`config.mk`:
```
export PLATFORM = sky130hd
export DESIGN_NAME = serial_div_loader
export DESIGN_NICKNAME = d
export VERILOG_FILES = /design/src/rtl/sdl_pkg.sv /design/src/rtl/sdl_sync.sv /design/src/rtl/sdl_ctrl.sv /design/src/rtl/sdl_datapath.sv /design/src/rtl/serial_div_loader.sv
export SDC_FILE = /design/constraint.sdc
export NUM_CORES = 1
export LEC_CHECK = 0
export BUFFER_PORTS_ARGS = -buffer_cell sky130_fd_sc_hd__buf_2
export CAP_MARGIN = 20
export CORE_AREA = 3 3 91 58
export CTS_CLUSTER_DIAMETER = 40
export DETAILED_ROUTE_END_ITERATION = 7
export DIE_AREA = 0 0 94 61
export PLACE_DENSITY = 0.83
export SYNTH_ARGS = -nofsm -noshare
export SYNTH_HDL_FRONTEND = slang
export SYNTH_SLANG_ARGS = --single-unit
```
`constraint.sdc`:
```
create_clock -name clk -period 1.9 [get_ports clk]
set_input_delay 0.38 -clock clk [delete_from_list [all_inputs] [get_ports clk]]
set_output_delay 0.38 -clock clk [all_outputs]
set_load 0.005 [all_outputs]
```
`src/rtl/sdl_pkg.sv`:
```
package sdl_pkg;
  typedef struct packed {
    logic shiftEn;
    logic loadRef;
    logic loadMain;
  } sdl_strobes_t;
endpackage

```
`src/rtl/sdl_sync.sv`:
```
module sdl_sync #(
  parameter int W      = 3,
  parameter int STAGES = 2
) (
  input  logic         clk,
  input  logic         rstN,
  input  logic [W-1:0] asyncIn,
  output logic [W-1:0] syncOut
);
  logic [W-1:0] stage [STAGES];

  generate
    for (genvar s = 0; s < STAGES; s++) begin : g_stage
      always_ff @(posedge clk or negedge rstN) begin
        if (!rstN) stage[s] <= '0;
        else if (s == 0) stage[s] <= asyncIn;
        else stage[s] <= stage[(s == 0) ? 0 : s-1];
      end
    end
  endgenerate

  assign syncOut = stage[STAGES-1];
endmodule

```
`src/rtl/sdl_ctrl.sv`:
```
module sdl_ctrl
  import sdl_pkg::*;
(
  input  logic         clk,
  input  logic         rstN,
  input  logic         sclkSync,
  input  logic         leSync,
  input  logic         selBit,
  output sdl_strobes_t strobes
);
  logic sclkPrev, lePrev;
  logic sclkRise, leRise;

  always_ff @(posedge clk or negedge rstN) begin
    if (!rstN) begin
      sclkPrev <= 1'b0;
      lePrev   <= 1'b0;
    end else begin
      sclkPrev <= sclkSync;
      lePrev   <= leSync;
    end
  end

  assign sclkRise = sclkSync & ~sclkPrev;
  assign leRise   = leSync & ~lePrev;

  always_comb begin
    strobes.shiftEn  = sclkRise;
    strobes.loadRef  = leRise & selBit;
    strobes.loadMain = leRise & ~selBit;
  end


  shift_once_chk: assert property (@(posedge clk) disable iff (!rstN)
    strobes.shiftEn |=> !strobes.shiftEn);

  load_excl_chk: assert property (@(posedge clk) disable iff (!rstN)
    !(strobes.loadRef && strobes.loadMain));
endmodule

```
`src/rtl/sdl_datapath.sv`:
```
module sdl_datapath
  import sdl_pkg::*;
#(
  parameter int REF_W  = 14,
  parameter int SWAL_W = 6,
  parameter int MAIN_W = 12
) (
  input  logic              clk,
  input  logic              rstN,
  input  sdl_strobes_t      strobes,
  input  logic              dataBit,
  output logic              selBit,
  output logic [REF_W-1:0]  refDiv,
  output logic [SWAL_W-1:0] swallowCnt,
  output logic [MAIN_W-1:0] mainCnt,
  output logic              refLoad,
  output logic              mainLoad
);
  localparam int WORD_W  = SWAL_W + MAIN_W;
  localparam int CHAIN_W = WORD_W + 1;

  logic [CHAIN_W-1:0] chain;
  logic [WORD_W-1:0]  word;

  assign word   = chain[CHAIN_W-1:1];
  assign selBit = chain[0];

  always_ff @(posedge clk or negedge rstN) begin
    if (!rstN) chain <= '0;
    else if (strobes.shiftEn) chain <= {chain[CHAIN_W-2:0], dataBit};
  end

  always_ff @(posedge clk or negedge rstN) begin
    if (!rstN) begin
      refDiv     <= '0;
      swallowCnt <= '0;
      mainCnt    <= '0;
      refLoad    <= 1'b0;
      mainLoad   <= 1'b0;
    end else begin
      refLoad  <= strobes.loadRef;
      mainLoad <= strobes.loadMain;
      if (strobes.loadRef) refDiv <= word[REF_W-1:0];
      if (strobes.loadMain) begin
        mainCnt    <= word[WORD_W-1:SWAL_W];
        swallowCnt <= word[SWAL_W-1:0];
      end
    end
  end


  ref_sel_chk: assert property (@(posedge clk) disable iff (!rstN)
    refLoad |-> $past(selBit));

  main_sel_chk: assert property (@(posedge clk) disable iff (!rstN)
    mainLoad |-> !$past(selBit));

  ref_hold_chk: assert property (@(posedge clk) disable iff (!rstN)
    !refLoad |-> $stable(refDiv));

  main_hold_chk: assert property (@(posedge clk) disable iff (!rstN)
    !mainLoad |-> ($stable(mainCnt) && $stable(swallowCnt)));

  pulse_width_chk: assert property (@(posedge clk) disable iff (!rstN)
    (refLoad || mainLoad) |=> !(refLoad || mainLoad));
endmodule

```
`src/rtl/serial_div_loader.sv`:
```
module serial_div_loader
  import sdl_pkg::*;
#(
  parameter int REF_W       = 14,
  parameter int SWAL_W      = 6,
  parameter int MAIN_W      = 12,
  parameter int SYNC_STAGES = 2
) (
  input  logic              clk,
  input  logic              rstN,
  input  logic              serClk,
  input  logic              serData,
  input  logic              serLe,
  output logic [REF_W-1:0]  refDiv,
  output logic [SWAL_W-1:0] swallowCnt,
  output logic [MAIN_W-1:0] mainCnt,
  output logic              refLoad,
  output logic              mainLoad
);
  logic [2:0]   pinSync;
  logic         selBit;
  sdl_strobes_t strobes;

  sdl_sync #(.W(3), .STAGES(SYNC_STAGES)) sync_i (
    .clk(clk), .rstN(rstN),
    .asyncIn({serClk, serData, serLe}),
    .syncOut(pinSync)
  );

  sdl_ctrl ctrl_i (
    .clk(clk), .rstN(rstN),
    .sclkSync(pinSync[2]), .leSync(pinSync[0]),
    .selBit(selBit), .strobes(strobes)
  );

  sdl_datapath #(.REF_W(REF_W), .SWAL_W(SWAL_W), .MAIN_W(MAIN_W)) dp_i (
    .clk(clk), .rstN(rstN), .strobes(strobes), .dataBit(pinSync[1]),
    .selBit(selBit), .refDiv(refDiv), .swallowCnt(swallowCnt),
    .mainCnt(mainCnt), .refLoad(refLoad), .mainLoad(mainLoad)
  );
endmodule

```
==> summary.md, run 1 <==
| Metric | Value |
|---|---|
| RSZ-0062 raised after global routing | `no` |
| Period utilization | `82.0%` |
| Worst r2r src | `dp_i.chain[0]` |
| Register area share after synthesis | `68.3%` |
| Total Neg Setup Slack | `0 ps` |
| Cts repair resizes | `0` |
| Total GRT Usage | `~15%` |
| Cell Area, Synth | `about 2200 um2` |
| Synthesized flop and latch total | `approximately 60` |
| Synth-to-layout area growth | `21.7%` |
| Worst R2R Setup Slack | `340 ps` |
| Slew Limit Fails | `0` |
| Clk sink count | `about 60` |
| Max cap viols | `0` |
| Final hold violation count | `0` |
| Post-CTS Setup Bufs | `0` |
| Fill cells | `361` |
| Final instance area | `approximately 2700 um2` |
| Die width | `around 94 um` |
| Clock-pin slew on the worst setup and hold paths | `70 ps` |
| Critical Path RT | `between 2000 and 2500 ps` |
| Syn_nets | `roughly 130` |
| Die H | `61 um` |
| Starting density of the core | `just under 50%` |
| Clk buf depth | `2` |
| Status | `finished, final reports clean` |
| Arrival time worst endpoint | `roughly 1800 ps` |
| CTS buffer count | `9` |
| Final core utilization | `approximately three fifths` |
| Detailed placement HPWL | `between 2000 and 2500 um` |
| Crit-path max FO | `8` |
| Vias after detailed routing | `roughly 1100` |
| 1st-pass router iterations | `3` |
| Finish-stage setup viols | `0` |
| Buffers on Ports | `38` |
| # IOs | `39` |
| Detail Route Antenna Nets | `0` |
| Lkg Pwr | `1.38 nW` |
| Hold_buf cts | `0` |
| Worst r2r dst | `dp_i.mainCnt[9]` |
| Global-route wire length before repair | `roughly 5900 um` |
| CP Capture Type | `flop` |
| Placed Cells | `221` |
| TritonCTS clock tree | `built` |
| Antenna violations before repair | `0` |
| Vias in the first global route | `approximately 1200` |
| Max transition margin | `~77%` |
| Final wirelength | `3600 um` |
| Worst Hold Class | `in2async` |
| CP startpoint kind | `flop` |
| Syn Inst Count | `around 120` |
| WS Path Type | `reg2reg` |
| Die ar. | `5730 um2` |
| N_diodes | `0` |
| DR iter-0 viols | `33` |
| Post-DP Area | `2500 um2` |
| Mapped Avg Cell Area | `roughly 18 um2` |
| VDD IR max | `about 900 uV` |
| Tightest Pin Transition | `approximately 340 ps` |
| Core area | `about 4500 um2` |
| Reg2Reg Depth | `3` |
| GRT Residual Overflow | `0` |
| Synth unique cells | `10` |
| P per Cell Area | `around 1500 nW/um2` |
| Drt drc | `0` |
| Post-DR wirelength/cell | `15.2 um` |
| Fin nets | `~170` |
| Clk_lat worst skew | `330 ps` |
| Hold slack | `between 20 and 25 ps` |
| H-tree levels | `3` |
| Largest net degree at the start of global routing | `a little over 60` |
| Clock tree root driver cell | `clkbuf_8` |
| Finished Layout Cells | `237` |
| Syn. warnings | `0` |
| Vias/cell | `4.77` |
| GPL Wtd Cong | `0.686` |
| Crit path time final | `1560 ps` |
| Fmax | `around 0.64 GHz` |
| Num rows | `19` |
| Worst Clk Skew | `between 4 and 5 ps` |
| Layout cells sized above 1 | `between 60 and 70%` |
kinds of logic after synthesis:
group         share of synthesized area [%]
buf+inv                                2.80
flops                                  68.3
mux                                    27.2
simple gates                           1.73
report_power, final:
group / total, mW / switching [mW] / internal (mW)
clock: 1.26 / 0.493 / 0.771
combinational: 0.861 / 0.294 / 0.567
sequential: 2.01 / 0.281 / 1.73
layout make-up:
| cell class | count | area, um2 | area share (%) |
|---|---|---|---|
| multi-input cells | 54 | 656 | 24.1 |
| clock inverters | 6 | 86.3 | 3.17 |
| inverters | 1 | 3.75 | 0.138 |
| clock buffers | 10 | 138 | 5.06 |
| repair buffers | 42 | 233 | 8.55 |
| well taps | 63 | 78.8 | 2.90 |
| flip-flops and latches | 61 | 1530 | 56.1 |
worst max path at each step:
stage / startpoint / to / slack (ps) / depth (start not counted)
2_1_floorplan: dp_i.chain[0] / dp_i.mainCnt[0] / 580 / 4
3_3_place_gp: dp_i.chain[0] / dp_i.mainCnt[10] / 410 / 3
3_5_place_dp: dp_i.chain[0] / dp_i.mainCnt[8] / 340 / 3
4_1_cts: dp_i.chain[0] / dp_i.mainCnt[9] / 330 / 3
5_1_grt: dp_i.chain[0] / dp_i.mainCnt[8] / 260 / 3
6_report: dp_i.chain[0] / dp_i.mainCnt[9] / 340 / 3
critical path, cell delays in order (launching register included):
cell,delay [ps]
dfrtp_1,450
nor3b_4,380
buf_4,260
mux2_2,350
cell usage after synthesis:
cell type | instances | area, um2
nand3b_4 | 1 | 20.0
nor3b_2 | 1 | 12.5
nor2b_1 | 1 | 6.26
buf_2 | 1 | 5.00
inv_1 | 1 | 3.75
mux2_4 | 9 | 135
dfrtp_1 | 61 | 1530
mux2_2 | 42 | 473
buf_12 | 1 | 20.0
buf_6 | 3 | 33.8
metal layers:
| layer | part of all wire (%) | vias up | global-route usage [%] | routed length, um |
|---|---|---|---|---|
| met4 | 0.61 | 0 | 6.17 | 22 |
| met2 | 47 | 31 | 24.0 | 1680 |
| met3 | 5.9 | 4 | 8.05 | 213 |
| met1 | 47 | 578 | 16.8 | 1680 |
| li1 | - | 517 | - | - |
| met5 | 0 | - | 0 | 0 |
sequential cells by signal, summed over array words and instances (netlist names), 3 cells and up:
| register | count |
|---|---|
| dp_i.chain | 19 |
| dp_i.mainCnt | 12 |
| dp_i.refDiv | 14 |
| dp_i.swallowCnt | 6 |
| sync_i.stage | 3 |
| sync_i.syncOut | 3 |
placed cells by master, fill, tap and decap left out, types with 2 or more instances in the layout:
master	synthesis	layout
buf_2	1	38
buf_4	0	3
bufinv_16	0	2
clkbuf_8	0	10
clkinv_2	0	2
dfrtp_1	61	61
mux2_2	42	42
mux2_4	9	9
metrics by stage:
step / power (mW) / worst slack (ps)
after floorplan: 2.48 / 578
after global placement: 2.86 / 406
after detailed placement: 2.92 / 340
after CTS: 4.21 / 329
after global routing: 4.41 / 262
final: 4.13 / 341
Note: power is estimated with default switching activity, not from simulation.
==> run 2: changes to the inputs <==
- ABC_AREA: not set -> 1
- CORE_AREA: 3 3 91 58 -> 3 3 94 60
- DIE_AREA: 0 0 94 61 -> 0 0 97 63
- PLACE_DENSITY: 0.83 -> 0.82
- clock period: 1.9 -> 1.6 ns (I/O delays scaled with it)
==> run 2 against run 1 <==
- worst hold slack better by 64 ps
- core utilization is 3.2 points lower
- synthesized area is 6.9% higher
- die area is 6.6% higher
- sequential power hardly changed
- routed wire length is 43% higher
- clock-buffer cell count is 1 higher
- critical path type unchanged
- clock skew is 3.3 ps higher
- global-route usage is 4.0 points higher
- first-iteration DRC count grew to 5.6 times the previous value
==> summary.md, run 2 <==
| Metric | Value |
|---|---|
| Max cap viols | `0 (unchanged)` |
| Hold Crit Depth | `1` |
| Worst Clk Skew | `7.80 ps (+3.32 ps)` |
| Worst Hold Class | `in2reg` |
| Die ar. | `6110 um2 (+6.6%)` |
| Antenna violations before repair | `0 (unchanged)` |
| Worst r2r dst | `dp_i.swallowCnt[5]` |
| Fmax | `0.789 GHz (+23%)` |
| Clk pwr share | `34.4% (+3.8 points)` |
| Largest cells by area after synthesis | `dfrtp_1 (64%), nand2_1 (16%), nand4_1 (8.4%)` |
| Tightest Pin Transition | `442 ps (+98.8 ps)` |
| Num rows | `20 (+1)` |
| Hold Crit Start | `serData` |
| Drt drc | `0 (unchanged)` |
| Area leader, netlist | `dfrtp_1` |
| Register area share after synthesis | `63.8% (-4.4 points)` |
| Worst R2R Setup Slack | `330 ps (about the same)` |
| Post-DR wirelength/cell | `14.8 um (-2.6%)` |
| Crit-path slowest cell | `dfrtp_1` |
| Leading cell type in the layout, fill and taps excluded | `nand2_1` |
| Synth unique cells | `12 (+2)` |
| Lkg Pwr | `1.61 nW (+17%)` |
| Largest regs | `dp_i.chain x19, dp_i.refDiv x14, dp_i.mainCnt x12` |
| Die H | `63 um (+3.3%)` |
| CP Capture Type | `flop` |
| Buf/Inv on CP | `1 (unchanged)` |
| Total GRT Usage | `18.8% (+4.0 points)` |
| Total Neg Setup Slack | `0 ps (unchanged)` |
| TritonCTS clock tree | `built` |
| Detailed placement HPWL | `3530 um (+49%)` |
| Clk sink count | `61 (unchanged)` |
| Global-route wire length before repair | `8830 um (+48%)` |
| Detail Route Antenna Nets | `0 (unchanged)` |
| Comb pwr share | `13.8% (-7.0 points)` |
| # IOs | `39 (unchanged)` |
| Layout cells sized above 1 | `23.8% (-41 points)` |
| Fin nets | `285 (+64%)` |
| P per Cell Area | `1370 nW/um2 (-10%)` |
| Sw Ratio | `27.5% (+1.6 points)` |
| Clk buf depth | `2 (unchanged)` |
| Period utilization | `79.3% (-2.8 points)` |
| CP startpoint kind | `flop` |
| N_diodes | `0 (unchanged)` |
| Final hold violation count | `0 (unchanged)` |
| Cell family with most CP delay | `flip-flops` |
| Final core utilization | `57.1% (-3.2 points)` |
| Starting density of the core | `48.5% (-1.0 points)` |
| Worst path max stage delay | `530 ps (+80 ps)` |
| Top post-synthesis cells by count | `nand2_1 (102), dfrtp_1 (61), nand4_1 (32), nand3_1 (18), buf_2 (12)` |
| Largest net degree at the start of global routing | `62 (unchanged)` |
| Yosys top cell area share | `63.8% (-4.4 points)` |
| Vias in the first global route | `1651 (+35%)` |
| Number of flip-flops in the largest register | `19 (unchanged)` |
| Cell mode on critical path | `nand2_1` |
| H-tree levels | `3 (unchanged)` |
| EDFF count, synth | `0 (unchanged)` |
| Synthesized flop and latch total | `61 (unchanged)` |
| Crit-path max FO | `20 (+12)` |
| Worst path cell trace | `inv_6, nand3_4, nand2_1, nand2_1` |
| Cell Area, Synth | `2390 um2 (+6.9%)` |
| Most frequent cells in the layout | `nand2_1 (102), dfrtp_1 (61), buf_2 (38), nand4_1 (32), nand3_1 (18)` |
| Finish-stage setup viols | `0 (unchanged)` |
| Status | `finished, final reports clean` |
| Max transition margin | `70.6% (-6.6 points)` |
| Arrival time worst endpoint | `1490 ps (-280 ps)` |
| CP Depth | `4 (+1)` |
| Syn. warnings | `0 (unchanged)` |
| Synth-to-layout area growth | `17.6%` |
| Critical Path RT | `1820 ps (-290 ps)` |
| GRT Residual Overflow | `0 (unchanged)` |
| Sequential share of power | `51.9% (+3.3 points)` |
| Clock tree root driver cell | `clkbuf_8` |
| WHS Endpoint | `sync_i.stage[4]` |
| Vias/cell | `5.25 (+10%)` |
| Sw Pwr | `1.06 mW (-1.0%)` |
| Clk_lat worst skew | `340 ps (about the same)` |
| VDD IR max | `673 uV (-26%)` |
| Worst r2r src | `dp_i.chain[0]` |
| RSZ-0062 raised after global routing | `no` |
| DR iter-0 viols | `186 (+460%)` |
| Syn_nets | `244 (+94%)` |
| Most common cell in the netlist | `nand2_1` |
| 1st-pass router iterations | `4 (+1)` |
| Final wirelength | `5150 um (+43%)` |
| Vias after detailed routing | `1826 (+62%)` |
| Clock-pin slew on the worst setup and hold paths | `60 ps (about the same)` |
| CTS buffer count | `9 (unchanged)` |
| GPL Wtd Cong | `0.892 (+30%)` |
| Die width | `97 um (+3.2%)` |
| Reg2Reg Depth | `4 (+1)` |
| Crit path time final | `1270 ps (-290 ps)` |
| Top_reg_cell synth | `dfrtp_1` |
| Fraction of registers with async set/reset | `100% (unchanged)` |
| Syn Inst Count | `239 (+98%)` |
| Most flop-heavy register | `dp_i.chain` |
| WS Path Type | `reg2reg` |
| Buffers on Ports | `38 (unchanged)` |
| Internal | `2.79 mW (-9.0%)` |
| Slew Limit Fails | `0 (unchanged)` |
| Core area | `4930 um2 (+9.1%)` |
| Mapped Avg Cell Area | `10.0 um2 (-46%)` |
[run 2: cells by family after synthesis]
logic type / after synthesis / share of synthesized area [%]
simple gates: 154 / 29.6
buf+inv: 23 / 6.33
compound gates: 1 / 0.209
flops: 61 / 63.8
[run 2: routing by layer]
layer,share of wire [%],up-vias,routed length (um),GRT usage [%]
met5,0,-,0,0
li1,-,875,-,-
met3,8.9,10,457,6.91
met1,50,876,2560,29.8
met2,40,65,2050,22.9
met4,1.6,0,80,6.83
[run 2: what timing repair did]
item,in CTS,in global routing
resized for setup,0,0
buffers inserted,0,0
hold buffers,1,0
hold endpoints to repair,60,0
[run 2: power by group through the flow]
stage	sequential [mW]	clock (mW)	combinational, mW
floorplan	1.96	0	0.306
global placement	2.00	0	0.514
detailed placement	2.01	0	0.537
CTS	1.99	1.36	0.539
global route	2.03	1.41	0.612
finish	2.00	1.32	0.529
[run 2: worst max-delay path by stage]
stage | start | endpoint | slack [ps]
floorplan | dp_i.chain[0] | dp_i.mainCnt[0] | 600
global placement | dp_i.chain[0] | dp_i.mainCnt[10] | 420
detailed placement | dp_i.chain[0] | dp_i.swallowCnt[5] | 350
CTS | dp_i.chain[0] | dp_i.swallowCnt[5] | 340
global route | dp_i.chain[0] | dp_i.mainCnt[2] | 220
finish | dp_i.chain[0] | dp_i.swallowCnt[5] | 330
[run 2: stage by stage]
| step | std cells | area [um2] | power (mW) | hold WS (ps) | setup WS, ps |
|---|---|---|---|---|---|
| 5_1_grt | 348 | 2810 | 4.05 | 78.7 | 218 |
| 6_report | 348 | 2810 | 3.85 | 88.4 | 332 |
| 3_3_place_gp | 334 | 2620 | 2.51 | 332 | 424 |
| 4_1_cts | 348 | 2810 | 3.89 | 71.9 | 336 |
| 2_1_floorplan | 239 | 2390 | 2.27 | 24.4 | 603 |
| 3_5_place_dp | 334 | 2620 | 2.55 | 336 | 350 |
[run 2: area by class of cell]
type	instances	area [um2]
clock buffers	11	151
multi-input cells	155	713
inverters	5	23.8
well taps	66	82.6
repair buffers	48	280
clock inverters	2	35.0
flip-flops and latches	61	1530
fillers	417	2120
==> run 3: changes to the inputs <==
- ABC_AREA: 1 -> 0
- CORE_AREA: 3 3 94 60 -> 3 3 91 58
- DIE_AREA: 0 0 97 63 -> 0 0 94 61
- PLACE_DENSITY: 0.82 -> 0.83
- clock period: 1.6 -> 1.2 ns (I/O delays scaled with it)
==> run 3 against run 2 <==
- the run now ends with negative setup slack left
- worst hold slack worse by 55 ps
- highest routed layer unchanged
- die area is 6.2% lower
- global-route usage is 4.1 points lower
==> summary.md, run 3 (same netlist as run 1, synthesis figures left out) <==
| Metric | Value |
|---|---|
| Vias in the first global route | `1227 (-26%)` |
| WS Path Type | `reg2reg` |
| Num rows | `19 (-5.0%)` |
| Number of flip-flops in the largest register | `19 (unchanged)` |
| Status | `finished, violations left` |
| Finished Layout Cells | `246 (-29%)` |
| CP Capture Type | `flop` |
| RSZ-0062 raised after global routing | `yes` |
| Sequential share of power | `47.6% (-4.3 points)` |
| Die H | `61 um (-3.2%)` |
| Synth-to-layout area growth | `31.8%` |
| Final wirelength | `4080 um (-21%)` |
| Layout cells sized above 1 | `63.4% (+40 points)` |
| Starting density of the core | `49.5% (+1.0 points)` |
| DP Worst Slack | `-125 ps (-475 ps)` |
| Max cap viols | `0 (unchanged)` |
| Finish-stage setup viols | `50 (+50)` |
| Fill cells | `326 (-22%)` |
| CTS buffer count | `9 (unchanged)` |
| Internal | `5.04 mW (+81%)` |
| Failing checks | `negative setup slack` |
| WHS Endpoint | `sync_i.stage[3]` |
| GRT Residual Overflow | `0 (unchanged)` |
| Worst Hold Class | `in2reg` |
| Period utilization | `110% (+30 points)` |
| Detailed placement HPWL | `2440 um (-31%)` |
| Total GRT Usage | `14.8% (-4.1 points)` |
| Post-DR wirelength/cell | `16.6 um (+12%)` |
| Crit path time final | `1320 ps (+48.4 ps)` |
| Die ar. | `5730 um2 (-6.2%)` |
| Lkg Pwr | `1.52 nW (-5.6%)` |
| Critical Path RT | `1410 ps (-410 ps)` |
| Slew Limit Fails | `0 (unchanged)` |
| TritonCTS clock tree | `built` |
| Vias/cell | `4.85 (-7.5%)` |
| P per Cell Area | `2300 nW/um2 (+68%)` |
| H-tree levels | `3 (unchanged)` |
| Largest regs | `dp_i.chain x19, dp_i.refDiv x14, dp_i.mainCnt x12` |
| Area of the multi-input gates | `769 um2 (+7.9%)` |
| Die width | `94 um (-3.1%)` |
| N_diodes | `0 (unchanged)` |
| CP startpoint kind | `flop` |
| Worst Clk Skew | `8.31 ps (+0.507 ps)` |
| Most frequent cells in the layout | `dfrtp_1 (61), mux2_4 (38), buf_2 (38), mux2_2 (13), clkbuf_8 (9)` |
| Worst r2r src | `ctrl_i.lePrev` |
| Hold Crit Start | `serLe` |
| Drt drc | `0 (unchanged)` |
| Buffers on Ports | `38 (unchanged)` |
| VDD IR max | `1430 uV (+110%)` |
| Final worst slack | `-117 ps (-448 ps)` |
| Crit-path max FO | `8 (-60%)` |
| Final hold violation count | `0 (unchanged)` |
| Register area | `1530 um2 (unchanged)` |
| Worst R2R Setup Slack | `-120 ps (-450 ps)` |
| Clk pwr share | `28.1% (-6.3 points)` |
| Hold slack | `33.6 ps (-54.8 ps)` |
| Hold Crit Depth | `1 (unchanged)` |
| DR iter-0 viols | `38 (-80%)` |
| Fin nets | `183 (-36%)` |
| Comb pwr share | `24.3% (+10 points)` |
| Sw Ratio | `25.7% (-1.8 points)` |
| Core area | `4520 um2 (-8.4%)` |
| Vias after detailed routing | `1194 (-35%)` |
| Worst r2r dst | `dp_i.swallowCnt[1]` |
| Pwr Total | `6.78 mW (+76%)` |
| Global-route wire length before repair | `6070 um (-31%)` |
| Clk sink count | `61 (unchanged)` |
| Leading cell type in the layout, fill and taps excluded | `dfrtp_1` |
| Max transition margin | `79.0% (+8.5 points)` |
| Placed Cells | `224 (-33%)` |
| Clock-pin slew on the worst setup and hold paths | `70 ps (about the same)` |
| GPL Wtd Cong | `0.742 (-17%)` |
| Clk buf depth | `2 (unchanged)` |
| 1st-pass router iterations | `4 (unchanged)` |
| Reg2Reg Depth | `3 (-1)` |
| Antenna violations before repair | `0 (unchanged)` |
| Arrival time worst endpoint | `1530 ps (+40 ps)` |
| Tightest Pin Transition | `315 ps (-127 ps)` |
| Sw Pwr | `1.74 mW (+65%)` |
| Fmax | `0.760 GHz (-3.7%)` |
| # IOs | `39 (unchanged)` |
| Clk_lat worst skew | `330 ps (about the same)` |
| Detail Route Antenna Nets | `0 (unchanged)` |
| Largest net degree at the start of global routing | `62 (unchanged)` |
| Most flop-heavy register | `dp_i.chain` |
| Clock tree root driver cell | `clkbuf_8` |
==> run 3: power by group through the flow <==
stage	Combinational [mW]	Sequential, mW	Clock (mW)
finish	1.65	3.23	1.90
global route	1.78	3.34	2.05
CTS	1.49	3.21	1.95
detailed placement	1.41	3.23	0
global placement	1.37	3.18	0
floorplan	0.763	3.16	0
==> run 3: area by class of cell <==
type	instances	share of cell area (%)
flip-flops and latches	61	51.8
multi-input cells	54	26.1
clock inverters	5	2.55
repair buffers	51	12.3
clock buffers	11	4.46
well taps	63	2.67
inverters	1	0.127
==> run 3: worst max-delay path by stage <==
stage          cells after the start                  to     startpoint
5_1_grt                            3  dp_i.swallowCnt[1]  ctrl_i.lePrev
4_1_cts                            3     dp_i.mainCnt[6]  dp_i.chain[0]
2_1_floorplan                      4     dp_i.mainCnt[0]  dp_i.chain[0]
3_3_place_gp                       3     dp_i.mainCnt[9]  ctrl_i.lePrev
3_5_place_dp                       3  dp_i.swallowCnt[5]  ctrl_i.lePrev
6_report                           3  dp_i.swallowCnt[1]  ctrl_i.lePrev
==> run 3: worst max-delay path, stage by stage, from the launching register on <==
cell and delay (ps):
dfrtp_1 410, nor3b_4 270, buf_6 200, mux2_4 310
==> run 3: through the flow <==
stage          util, %  area (um2)  setup TNS (ps)
5_1_grt           65.3        2950           -5360
3_5_place_dp      56.1        2530           -2470
2_1_floorplan        -        2240            -918
6_report          65.3        2950           -3580
3_3_place_gp      56.1        2530           -1400
4_1_cts           62.4        2820           -3130
==> run 3: timing repair <==
action / 4_1_cts / 5_1_grt
gates resized for setup: 11 / 21
endpoints found under the setup margin: 32 / 42
cloned: 0 / 2
setup buffers: 1 / 0
hold buffers: 3 / 0
endpoints found under the hold margin: 63 / 0
pin swaps: 1 / 1
==> run 3: per-layer routing <==
layer  global-route usage [%]  vias to the layer above  part of all wire [%]
met5                        0                        -                     0
met4                     4.32                        0                   1.2
met3                     7.81                        4                   5.7
met2                     23.7                       33                    48
met1                     17.7                      617                    45
li1                         -                      540                     -
